`src/rtl/simd_add_pkg.sv`:
```
`timescale 1ns/1ps
package simd_add_pkg;
  localparam int unsigned DATA_W  = 16;
  localparam int unsigned N_GRP   = 4;
  localparam int unsigned GRP_W   = DATA_W / N_GRP;
endpackage

```
`src/rtl/simd_grp_add.sv`:
```
`timescale 1ns/1ps
// One group: carry-select pair for incoming carry 0 and 1
module simd_grp_add #(
  parameter int unsigned GW = 4
) (
  input  logic [GW-1:0] a_i,
  input  logic [GW-1:0] b_i,
  output logic [GW-1:0] s0_o,
  output logic          c0_o,
  output logic [GW-1:0] s1_o,
  output logic          c1_o
);
  localparam int unsigned EW = GW + 1;

  assign {c0_o, s0_o} = EW'(a_i) + EW'(b_i);
  assign {c1_o, s1_o} = EW'(a_i) + EW'(b_i) + EW'(1);

  always_comb begin
    assert_inc_R5: assert ({c1_o, s1_o} == {c0_o, s0_o} + EW'(1))
      else $error("carry-in=1 result is not carry-in=0 result plus one");
  end
endmodule

```
`src/rtl/simd_lane_ctl.sv`:
```
`timescale 1ns/1ps
// Picks each group's carry-in and routes lane carry-outs to lane-low bits
module simd_lane_ctl #(
  parameter int unsigned G = 4
) (
  input  logic [G-1:0] cfg_i,
  input  logic [G-1:0] cin_i,
  input  logic [G-1:0] c0_i,
  input  logic [G-1:0] c1_i,
  output logic [G-1:0] csel_o,
  output logic [G-1:0] cout_o
);
  logic [G-1:0] lane_lo;

  for (genvar g = 0; g < G; g++) begin : g_lo
    if (g == 0) begin : g_first
      assign lane_lo[g] = 1'b1;
    end else begin : g_rest
      assign lane_lo[g] = cfg_i[g-1];
    end
  end

  always_comb begin
    logic c;
    int   lo;
    c      = 1'b0;
    lo     = 0;
    csel_o = '0;
    cout_o = '0;
    for (int g = 0; g < G; g++) begin
      if (lane_lo[g]) begin
        c  = cin_i[g];
        lo = g;
      end
      csel_o[g] = c;
      c = c ? c1_i[g] : c0_i[g];
      // top group is always a lane edge, so cfg_i[G-1] changes nothing
      if (cfg_i[g] || g == G - 1) cout_o[lo] = c;
    end
  end

  always_comb begin
    for (int g = 0; g < G; g++) begin
      if (!lane_lo[g]) begin
        assert_cout_hole_R7: assert (cout_o[g] == 1'b0)
          else $error("carry-out on non-lowest group %0d", g);
      end
    end
  end
endmodule

```
`src/rtl/simd_part_add.sv`:
```
`timescale 1ns/1ps
module simd_part_add
  import simd_add_pkg::*;
#(
  parameter int unsigned W  = DATA_W,
  parameter int unsigned NG = N_GRP
) (
  input  logic [W-1:0]  a_i,
  input  logic [W-1:0]  b_i,
  input  logic [NG-1:0] cfg_i,
  input  logic [NG-1:0] cin_i,
  output logic [W-1:0]  sum_o,
  output logic [NG-1:0] cout_o
);
  localparam int unsigned GW = W / NG;

  logic [NG-1:0][GW-1:0] s0, s1;
  logic [NG-1:0]         c0, c1, csel;

  for (genvar g = 0; g < NG; g++) begin : g_grp
    simd_grp_add #(.GW(GW)) u_grp (
      .a_i  (a_i[g*GW +: GW]),
      .b_i  (b_i[g*GW +: GW]),
      .s0_o (s0[g]),
      .c0_o (c0[g]),
      .s1_o (s1[g]),
      .c1_o (c1[g])
    );
    assign sum_o[g*GW +: GW] = csel[g] ? s1[g] : s0[g];
  end

  simd_lane_ctl #(.G(NG)) u_ctl (
    .cfg_i  (cfg_i),
    .cin_i  (cin_i),
    .c0_i   (c0),
    .c1_i   (c1),
    .csel_o (csel),
    .cout_o (cout_o)
  );

  always_comb begin
    if (cfg_i[NG-2:0] == '0) begin
      assert_full_lane_R1: assert ({cout_o[0], sum_o} ==
          (W+1)'(a_i) + (W+1)'(b_i) + (W+1)'(cin_i[0]))
        else $error("single-lane sum mismatch");
      assert_full_cout_R7: assert (cout_o[NG-1:1] == '0)
        else $error("stray carry-out in single-lane layout");
    end
    for (int g = 0; g < NG; g++) begin
      if ((g == 0 || cfg_i[(g == 0) ? 0 : g-1]) && (g == NG-1 || cfg_i[g])) begin
        assert_lane_iso_R4: assert ({cout_o[g], sum_o[g*GW +: GW]} ==
            (GW+1)'(a_i[g*GW +: GW]) + (GW+1)'(b_i[g*GW +: GW]) + (GW+1)'(cin_i[g]))
          else $error("isolated group %0d mismatch", g);
      end
    end
  end
endmodule

```
`config.mk`:
```
export PLATFORM = sky130hd
export DESIGN_NAME = simd_part_add
export DESIGN_NICKNAME = d
export VERILOG_FILES = /design/src/rtl/simd_add_pkg.sv /design/src/rtl/simd_grp_add.sv /design/src/rtl/simd_lane_ctl.sv /design/src/rtl/simd_part_add.sv
export SDC_FILE = /design/constraint.sdc
export NUM_CORES = 1
export LEC_CHECK = 0
export ABC_AREA = 0
export CAP_MARGIN = 30
export CORE_ASPECT_RATIO = 0.8
export CORE_UTILIZATION = 40
export DETAILED_ROUTE_END_ITERATION = 8
export PLACE_DENSITY_LB_ADDON = 0.12
export SETUP_SLACK_MARGIN = 0.4
export SYNTH_ARGS = -nofsm -noshare
export SYNTH_HDL_FRONTEND = slang
export SYNTH_SLANG_ARGS = --single-unit
```
`constraint.sdc`:
```
create_clock -name vclk -period 4
set_input_delay 0.8 -clock vclk [all_inputs]
set_output_delay 0.8 -clock vclk [all_outputs]
set_load 0.01 [all_outputs]
```
# Yosys cells after proc, flatten, opt, wreduce, memory -nomap -nowiden

Index checks and enable logic that the tools add are counted.

Bits in registers: 0
Input bits: 40
Word-level logic and storage cells: 43

Reduce and logical (&&, ||, !) cells: 3
Add/sub/neg operators: 8
Multiplexer cells: 26
$lt $le $gt $ge: 6

Operator list:

| kind                  | number |
|---|---|
| $ge A32 B1 Y1 const B | 3 |
| $lt A32 B4 Y1 const B | 3 |
| $mux W32              | 2 |
| $mux W4               | 6 |
| $add A4 B4 Y5         | 4 |
| $add A5 B1 Y5 const B | 4 |
| $bwmux W4             | 3 |
| $mux W1               | 12 |
| $demux W1 S2          | 3 |
| $logic_and A1 B1 Y1   | 3 |

# Depth between registers and ports, before layout

Gate-level depths: netlist of the first run.

Depth in word-level cells: 10
Gate-level depth with buffers: 10

# Cells and area by module

Synthesis of the first run repeated with hierarchy kept, for this count alone.

Cells, all modules: 142
Area, all modules: 1298.7 sq um

By module, submodules not included:

| module        | cells an instance | times used | area an instance (sq um) |
|---|---|---|---|
| simd_grp_add  | 20                | 4          | 195.2 |
| simd_lane_ctl | 46                | 1          | 337.8 |
| simd_part_add | 16                | 1          | 180.2 |

# Worst setup path before layout of the first run

Ideal clock, no wire load.

Path kind: in2out
Start point: input port a_i[0]
End point: output port cout_o[0]
Stages on the path: 10
Data arrival time: 3.589 ns
Required time: 3.200 ns
Path buffers: 0
Path slack: -0.389 ns
Cells stage by stage: ha_1 > fa_1 > ha_1 > and3_2 > a311o_1 > a31o_1 > a211oi_2 > mux2i_1 > o311ai_1 > o41ai_2

Longest elaborated chain between the ends: 10

Ends and longest elaborated chain:

| element                                     | line                                     | source |
|---|---|---|
| start: declaration                          | simd_part_add.sv:8                       | `input logic [W-1:0] a_i,` |
| $add A4 B4 Y5 (*)                           | simd_grp_add.sv:15, simd_grp_add.sv:16   |  |
| $add A5 B1 Y5                               | simd_grp_add.sv:16                       | `assign {c1_o, s1_o} = EW'(a_i) + EW'(b_i) + EW'(1);` |
| $mux W1 (*)                                 | simd_lane_ctl.sv:36                      | `c = c ? c1_i[g] : c0_i[g];` |
| $mux W1                                     | simd_lane_ctl.sv:31                      | `if (lane_lo[g]) begin` |
| $mux W1                                     | simd_lane_ctl.sv:36                      |  |
| $bwmux W4 / $mux W1 (equally long branches) | simd_lane_ctl.sv:38, simd_lane_ctl.sv:31 |  |
| $mux W4 / $mux W1 (equally long branches)   | simd_lane_ctl.sv:38, simd_lane_ctl.sv:36 |  |
| $bwmux W4 / $mux W1 (equally long branches) | simd_lane_ctl.sv:38, simd_lane_ctl.sv:31 |  |
| $mux W4 / $mux W1 (equally long branches)   | simd_lane_ctl.sv:38, simd_lane_ctl.sv:36 |  |
| $bwmux W4 (*)                               | simd_lane_ctl.sv:38                      | `if (cfg_i[g] \|\| g == G - 1) cout_o[lo] = c;` |
| end: declaration                            | simd_part_add.sv:13                      | `output logic [NG-1:0] cout_o` |

Every way passes the cells marked *; elsewhere a longest branch is shown, timed or not.

# Final worst setup path of the first run

Same ends and word-level chain as after synthesis.

==> results of run 1 <==
## cell type report
cell class	instances	area [µm²]
multi-input cells	150	1470
repair buffers	132	1110
well taps	40	50.0
fillers	169	440
inverters	2	7.51
## worst min-delay path, cell delays in order
cell and delay [ns]:
clkdlybuf4s15_1 0.17, ha_2 0.18, buf_4 0.12, xnor2_2 0.06
buf_2 0.13
## stage by stage
stage	power, mW	std cells
floorplan	0.233	155
global placement	0.469	306
detailed placement	0.483	306
CTS	0.506	320
global route	0.570	324
finish	0.532	324
## logic make-up after synthesis
kind of cell,Yosys count,share of synthesized area [%]
simple gates,53,22.5
compound gates,41,26.8
fa+ha+maj,24,25.5
xor+xnor,23,15.6
mux,9,7.34
buf+inv,5,2.32
## cell usage in the layout, fill, tap and decap left out, drive strengths merged, types with 2 or more instances in the layout
cell / instances
o21ai: 4
xor2: 10
and2: 2
nor2: 8
nand4: 8
and3: 3
dlymetal6s2s: 2
buf: 89
ha: 20
mux2i: 5
mux2: 4
nand3: 8
dlygate4sd2: 8
nand2b: 2
nor4: 2
a21o: 10
o211ai: 2
nand2: 12
a21oi: 10
a311oi: 2
a211oi: 3
inv: 2
clkdlybuf4s15: 6
or3: 2
fa: 4
xnor2: 13
o311ai: 2
nor3b: 2
clkdlybuf4s50: 27
## per-layer routing
metal	vias up	part of all wire, %
met4	0	1.6
met1	819	41
met5	-	0
met3	12	6.0
li1	860	-
met2	72	52
## report_power, final
part | internal [mW] | switching (mW)
clock network | 0 | 0
logic | 0.302 | 0.230
registers | 0 | 0
total | 0.302 | 0.230
## final timing paths
check / startpoint / endpoint / slack, ns / cells after the start
setup / recovery: a_i[0] / cout_o[0] / -0.73 / 13
hold / removal: a_i[12] / sum_o[12] / 2.26 / 5
## what timing repair did
item / CTS / global route
setup endpoints to repair: 19 / 17
resized for setup: 114 / 14
pin swaps: 34 / 24
setup buffers: 14 / 4
cloned: 0 / 0
==> metrics.cfg, run 1 <==
[grt]
met3_usage_pct = 2.80
antenna_found_initial = 0
grt_pass1_vias = 1732
grt_use_total_pct = 25.2
busiest_layer = met2
grt-ovfl-total = 0
grt_max_degree = 9
grt_pass1_wl_um = 6970
grtUsageMet1_pct = 28.6
grt_use_met2_pct = 48.5

[worst_setup_path]
cp_data_arrival_time_ns = 3.93
endpoint_kind = primary output
cp-start-kind = input port
crit_chain = buf_6 > ha_4 > fa_1 > ha_2 > and3_4 > buf_6 > nand4_1 > a31o_1 > a211oi_2 > mux2i_1 > o311ai_2 > o41ai_2 > buf_2
crit_top_cell = buf_6
cp_max_fo = 4
slowest_stage = fa_1
crit_family = compound AO/OA/AOI/OAI gates
crit_type = in2out
critPathMaxStageDelay_ns = 0.55
cp_num_buf_inv = 3
cp_data_required_time_ns = 3.20

[layout]
drive_gt1_share_pct = 49.6
layout-area-overhead-vs-synth_pct = 104
fin_nets = 350
stdcell_area_mm2 = 0.00265
register_area_um2 = 0
seq_cell_count = 0
clkbuf_count = 0
n_antenna_cell = 0
final_util_pct = 85.7

[timing]
finalSetupViolCount = 12
finalSetupTns_ns = -5.73
worst_pin_slew_ns = 0.407
setup_ws_ns = -0.734
fin_crit_ns = 4.73
rsz0062_at_grt = yes
hold_viol = 0
clock.fmax_ghz = 0.211
min_period_over_period_pct = 118
hold_ws_ns = 2.26
slew_viol_final = 0
relSlewSlack_pct = 72.5

[floorplan]
start_util_pct = 42.0
fp-row-count = 18
die_w_um = 65.6
dieArea_mm2 = 0.00347
coreArea_mm2 = 0.00309
io_pins = 60
chipHeight_um = 52.9

[worst_hold_path]
hold_path.class = in2out

[placed_design]
numPortBuffers = 59
placed_cell_area_mm2 = 0.00240
pre_cts_slack_ns = -1.30
finalWeightedCongestion = 0.890
hpwl_um = 3380

[route]
drcViolationCount = 0
wl_per_cell_um = 14.3
routed_via_density = 5.44
vias = 1763
postRouteAntennaNets = 0
first_pass_iters = 4
drt-initial-drc-count = 40
wirelength_um = 4630

[run]
cap_violations = 0

[pwr]
p_leak_nw = 1.25
cellPowerDensity_mw_per_mm2 = 201
irDropWorstVdd_v = 0.000189

[yosys]
syn_area_per_cell_um2 = 8.35
synthCells = 155
syn-num-nets = 219
synth_top_area_share_pct = 19.3
yosysMostFrequentCell = ha_1
yosysSeqAreaShare_pct = 0
synth_area_mm2 = 0.00129
yosys_warnings = 0
yosys.cell_types.count = 50
synth_commonest_cells = ha_1 (20), xnor2_1 (13), nand2_1 (12)
synth_top_area_cell = ha_1
netlist_top_cells_area = ha_1 (19%), xnor2_1 (8.8%), xor2_1 (6.8%)

[run_status]
violations = negative setup slack
status = complete, but fails checks

[clock_tree]
cts_hold_buf = 0

(Power assumes the default switching activity.)
==> run 2: changes to the inputs <==
--- a/config.mk
+++ b/config.mk
@@ -10,7 +10,7 @@
 export CORE_ASPECT_RATIO = 0.8
 export CORE_UTILIZATION = 40
 export DETAILED_ROUTE_END_ITERATION = 8
-export PLACE_DENSITY_LB_ADDON = 0.12
+export PLACE_DENSITY = 0.81
 export SETUP_SLACK_MARGIN = 0.4
 export SYNTH_ARGS = -nofsm -noshare
 export SYNTH_HDL_FRONTEND = slang
==> metrics.cfg, run 2 (synthesized netlist as in run 1, its figures left out) <==
[layout]
mostFrequentLayoutCells = buf_4 (61), clkdlybuf4s50_1 (27), buf_6 (14)  ; was buf_4 (64), clkdlybuf4s50_1 (27), ha_1 (13), buf_6 (13), buf_2 (12)
register_area_um2 = 0  ; unchanged
layout-area-overhead-vs-synth_pct = 105  ; was 104%
seq_cell_count = 0  ; unchanged
finalNonFillerCells = 321  ; was 324
final_common_cell = buf_4  ; unchanged
stdcell_area_mm2 = 0.00265  ; about the same
final_util_pct = 85.9  ; was 85.7%
fin_nets = 347  ; was 350
n_antenna_cell = 0  ; unchanged
clkbuf_count = 0  ; unchanged
drive_gt1_share_pct = 50.5  ; was 49.6%

[timing]
worst_pin_slew_ns = 0.502  ; was 0.407 ns
finalSetupViolCount = 12  ; unchanged
min_period_over_period_pct = 116  ; was 118%
fin_crit_ns = 4.64  ; was 4.73 ns
relSlewSlack_pct = 66.1  ; was 72.5%
clock.fmax_ghz = 0.216  ; was 0.211 GHz
hold_viol = 0  ; unchanged
slew_viol_final = 0  ; unchanged
finalSetupTns_ns = -5.50  ; was -5.73 ns
setup_ws_ns = -0.639  ; was -0.734 ns
rsz0062_at_grt = yes  ; unchanged

[floorplan]
io_pins = 60  ; unchanged
start_util_pct = 42.0  ; unchanged
fp-row-count = 18  ; unchanged
dieArea_mm2 = 0.00347  ; unchanged
coreArea_mm2 = 0.00309  ; unchanged
die_w_um = 65.6  ; unchanged
chipHeight_um = 52.9  ; unchanged

[pwr]
p_sw_mw = 0.245  ; was 0.230 mW
p_seq_share_pct = 0  ; about the same
p_sw_share_pct = 45.0  ; was 43.2%
p_leak_nw = 1.23  ; was 1.25 nW
intPower_mw = 0.299  ; was 0.302 mW
clkPwrFrac_pct = 0  ; about the same
cellPowerDensity_mw_per_mm2 = 205  ; was 201 mW/mm²
pwr-share-comb_pct = 100.0  ; about the same
irDropWorstVdd_v = 0.000151  ; was 0.000189 V

[run_status]
violations = negative setup slack  ; unchanged
status = complete, but fails checks  ; unchanged

[worst_setup_path]
critPathCapture = cout_o[1]  ; was cout_o[0]
endpoint_kind = primary output  ; unchanged
cp_max_fo = 3  ; was 4
critPathLaunch = b_i[0]  ; was a_i[0]
crit_type = in2out  ; unchanged
cp_data_arrival_time_ns = 3.84  ; was 3.93 ns
cp-start-kind = input port  ; unchanged
cp_data_required_time_ns = 3.20  ; about the same

[route]
wl_per_cell_um = 17.2  ; was 14.3 µm
routed_via_density = 5.87  ; was 5.44
drcViolationCount = 0  ; unchanged
postRouteAntennaNets = 0  ; unchanged
vias = 1884  ; was 1763
wirelength_um = 5520  ; was 4630 µm
first_pass_iters = 4  ; unchanged
drt-initial-drc-count = 84  ; was 40

[placed_design]
dp_cells = 299  ; was 306
pre_cts_slack_ns = -1.33  ; was -1.30 ns
numPortBuffers = 59  ; unchanged
finalWeightedCongestion = 0.864  ; was 0.890
hpwl_um = 3420  ; was 3380 µm
placed_cell_area_mm2 = 0.00235  ; was 0.00240 mm²

[worst_hold_path]
hold_path.class = in2out  ; unchanged

[grt]
grt_pass1_wl_um = 6900  ; was 6970 µm
grt-ovfl-total = 0  ; unchanged
grt_use_total_pct = 25.1  ; was 25.2%
grt_pass1_vias = 1718  ; was 1732
antenna_found_initial = 0  ; unchanged
grt_max_degree = 9  ; unchanged

[clock_tree]
cts_hold_buf = 0  ; unchanged

[run]
cap_violations = 0  ; unchanged

==> run 2: cell count changes in the layout (fill, tap and decap cells not counted), moves of 2 or more <==
| cell | delta |
|---|---|
| fa_1 | -2 |
| fa_2 | +2 |
| clkdlybuf4s15_1 | -2 |
| ha_2 | -2 |
| buf_4 | -3 |
| ha_4 | +2 |
==> run 2: worst min-delay path by stage <==
stage          cells past startpoint        end  slack (ns)     start
4_1_cts                            5  sum_o[12]        2.13   a_i[12]
3_3_place_gp                       5  cout_o[3]        2.73  cin_i[3]
3_5_place_dp                       4  cout_o[3]        2.74  cfg_i[2]
5_1_grt                            5  sum_o[12]        2.13   b_i[12]
2_1_floorplan                      1   sum_o[0]        1.68  cin_i[0]
6_report                           5  sum_o[12]        2.11   b_i[12]
==> run 2: worst max-delay path, stage by stage <==
cell and delay, ns:
buf_8 0.10, ha_4 0.15, fa_2 0.59, ha_4 0.16, and3_4 0.19, nand4_1 0.17, buf_4 0.20, a31o_1 0.24
a211oi_2 0.29, mux2i_1 0.26, o311ai_2 0.15, buf_4 0.16, o32ai_2 0.20, buf_2 0.18
==> run 2: stage by stage <==
step / hold WS, ns / power [mW]
4_1_cts: 2.13 / 0.488
3_5_place_dp: 2.74 / 0.476
6_report: 2.11 / 0.544
5_1_grt: 2.13 / 0.575
2_1_floorplan: 1.68 / 0.233
3_3_place_gp: 2.73 / 0.456
==> run 2: repair_timing <==
item / in CTS / in global routing
pin swaps: 39 / 22
endpoints found under the hold margin: 0 / 0
gates resized for setup: 119 / 24
endpoints found under the setup margin: 19 / 17
setup buffers: 14 / 8
==> run 2: cell type report <==
type / count / area, µm²
fillers: 156 / 434
inverters: 2 / 7.51
multi-input cells: 150 / 1510
well taps: 40 / 50.0
repair buffers: 129 / 1080
==> run 2: power by group through the flow <==
stage	clock, mW	sequential [mW]	combinational [mW]
after global placement	0	0	0.456
final	0	0	0.544
after detailed placement	0	0	0.476
after global routing	0	0	0.575
after CTS	0	0	0.488
after floorplan	0	0	0.233
==> run 2: routing by layer <==
metal  GRT usage (%)  up-vias  share of wire [%]
li1                -      855                  -
met1            26.0      885                 36
met2            52.2      111                 52
met3            2.59       33                6.8
met4            8.70        0                5.3
met5               0        -                  0
==> run 3: changes to the inputs <==
--- a/config.mk
+++ b/config.mk
@@ -8,9 +8,9 @@
 export ABC_AREA = 0
 export CAP_MARGIN = 30
 export CORE_ASPECT_RATIO = 0.8
-export CORE_UTILIZATION = 40
+export CORE_UTILIZATION = 44
 export DETAILED_ROUTE_END_ITERATION = 8
-export PLACE_DENSITY = 0.81
+export PLACE_DENSITY = 0.85
 export SETUP_SLACK_MARGIN = 0.4
 export SYNTH_ARGS = -nofsm -noshare
 export SYNTH_HDL_FRONTEND = slang
==> constraint.sdc (replaced) <==
create_clock -name vclk -period 5.2
set_input_delay 1.04 -clock vclk [all_inputs]
set_output_delay 1.04 -clock vclk [all_outputs]
set_load 0.01 [all_outputs]
==> metrics.cfg, run 3 (synthesized netlist as in run 1, its figures left out) <==
[floorplan]
coreArea_mm2 = 0.00279  ; was 0.00309 mm²
io_pins = 60  ; unchanged
start_util_pct = 46.5  ; was 42.0%
fp-row-count = 17  ; was 18
die_w_um = 62.7  ; was 65.6 µm
chipHeight_um = 50.5  ; was 52.9 µm
dieArea_mm2 = 0.00317  ; was 0.00347 mm²

[worst_setup_path]
cp_data_arrival_time_ns = 4.22  ; was 3.84 ns
crit_chain = buf_6 > ha_4 > fa_1 > a21o_2 > a211oi_1 > nand4_1 > buf_4 > a311oi_4 > a211oi_2 > buf_4 > or3_4 > a21oi_4 > buf_6 > o41ai_2 > buf_2  ; was buf_8 > ha_4 > fa_2 > ha_4 > and3_4 > nand4_1 > buf_4 > a31o_1 > a211oi_2 > mux2i_1 > o311ai_2 > buf_4 > o32ai_2 > buf_2
cp_max_fo = 3  ; unchanged
cp-start-kind = input port  ; unchanged
crit_type = in2out  ; unchanged
critPathMaxStageDelay_ns = 0.44  ; was 0.59 ns
endpoint_kind = primary output  ; unchanged
slowest_stage = fa_1  ; was fa_2
cp_data_required_time_ns = 4.16  ; was 3.20 ns

[timing]
worst_pin_slew_ns = 0.464  ; was 0.502 ns
rsz0062_at_grt = yes  ; unchanged
finalSetupViolCount = 2  ; was 12
relSlewSlack_pct = 68.8  ; was 66.1%
fin_crit_ns = 5.26
finalSetupTns_ns = -0.0751  ; was -5.50 ns
min_period_over_period_pct = 101
hold_viol = 0  ; unchanged
clock.fmax_ghz = 0.190
setup_ws_ns = -0.0555  ; was -0.639 ns
slew_viol_final = 0  ; unchanged

[pwr]
p_sw_share_pct = 46.7  ; was 45.0%
intPower_mw = 0.203  ; was 0.299 mW
pwr-share-comb_pct = 100.0  ; about the same
p_sw_mw = 0.178  ; was 0.245 mW
cellPowerDensity_mw_per_mm2 = 158  ; was 205 mW/mm²
p_leak_nw = 1.08  ; was 1.23 nW
p_seq_share_pct = 0  ; about the same
p_total_mw = 0.381  ; was 0.544 mW
irDropWorstVdd_v = 0.0000967  ; was 0.000151 V
clkPwrFrac_pct = 0  ; about the same

[placed_design]
finalWeightedCongestion = 0.899  ; was 0.864
dp_cells = 284  ; was 299
hpwl_um = 3550  ; was 3420 µm
numPortBuffers = 59  ; unchanged
pre_cts_slack_ns = -0.738  ; was -1.33 ns

[route]
postRouteAntennaNets = 0  ; unchanged
vias = 1784  ; was 1884
drcViolationCount = 0  ; unchanged
drt-initial-drc-count = 92  ; was 84
routed_via_density = 6.03  ; was 5.87
wl_per_cell_um = 18.5  ; was 17.2 µm
wirelength_um = 5490  ; was 5520 µm
first_pass_iters = 5  ; was 4

[run]
cap_violations = 0  ; unchanged

[layout]
mostFrequentLayoutCells = buf_4 (41), clkdlybuf4s50_1 (36), ha_1 (15)  ; was buf_4 (61), clkdlybuf4s50_1 (27), buf_6 (14)
final_util_pct = 86.3  ; was 85.9%
register_area_um2 = 0  ; unchanged
clkbuf_count = 0  ; unchanged
final_common_cell = buf_4  ; unchanged
drive_gt1_share_pct = 39.9  ; was 50.5%
layout-area-overhead-vs-synth_pct = 85.7  ; was 105%
finalNonFillerCells = 296  ; was 321
fin_nets = 324  ; was 347
seq_cell_count = 0  ; unchanged
n_antenna_cell = 0  ; unchanged

[clock_tree]
cts_hold_buf = 0  ; unchanged

[grt]
grt_max_degree = 9  ; unchanged
grt_use_total_pct = 33.0  ; was 25.1%
antenna_found_initial = 0  ; unchanged
grt_pass1_wl_um = 8340  ; was 6900 µm
grt_pass1_vias = 1835  ; was 1718
grt-ovfl-total = 0  ; unchanged

[worst_hold_path]
hold_path.class = in2out  ; unchanged

[run_status]
violations = negative setup slack  ; unchanged
status = complete, but fails checks  ; unchanged

==> run 3: cell types whose count changed in the layout (fill, tap and decap cells not counted), sizes merged <==
cell | previous run | this run
buf | 89 | 61
clkdlybuf4s50 | 27 | 36
clkdlybuf4s15 | 3 | 1
dlygate4sd2 | 8 | 6
clkbuf | 1 | 0
dlymetal6s2s | 1 | 2
==> run 3: worst paths after layout <==
| path | startpoint | endpoint | slack [ns] | cells after the start |
|---|---|---|---|---|
| hold / removal | a_i[4] | sum_o[5] | 2.88 | 5 |
| setup / recovery | b_i[0] | cout_o[0] | -0.06 | 15 |
==> run 3: what timing repair did <==
action,CTS,global route
gates resized for setup,87,15
setup endpoints to repair,15,14
setup buffers,8,4
pin swaps,26,14
==> run 3: power by group through the flow <==
stage          sequential [mW]  combinational, mW  clock, mW
5_1_grt                      0              0.405          0
6_report                     0              0.381          0
3_3_place_gp                 0              0.320          0
4_1_cts                      0              0.348          0
3_5_place_dp                 0              0.337          0
2_1_floorplan                0              0.167          0
==> run 3: through the flow <==
step	instance area [µm²]	hold WS (ns)
finish	2400	2.88
detailed placement	2200	3.21
CTS	2300	2.91
global placement	2200	3.18
floorplan	1320	2.16
global route	2400	2.93
==> run 3: area by class of cell <==
| type | instances | area, µm² |
|---|---|---|
| Multi-Input combinational cell | 150 | 1430 |
| Fill cell | 148 | 382 |
| Timing Repair Buffer | 106 | 920 |
| Tap cell | 38 | 47.5 |
| Inverter | 2 | 7.51 |
==> run 3: layer usage <==
| layer | part of all wire [%] | routed length [µm] | global-route usage (%) |
|---|---|---|---|
| met5 | 0 | 0 | 0 |
| met4 | 5.5 | 301 | 17.8 |
| met3 | 7.5 | 410 | 3.86 |
| met2 | 49 | 2710 | 65.6 |
| met1 | 38 | 2070 | 33.7 |
==> run 3: worst max-delay path: cells and delay by family <==
kind                     cells  cell delay, ns
AO/OA/AOI/OAI                6            1.19
adder cells (fa/ha/maj)      2            0.60
AND/OR/NAND/NOR              2            0.64
buffers and inverters        5            0.75
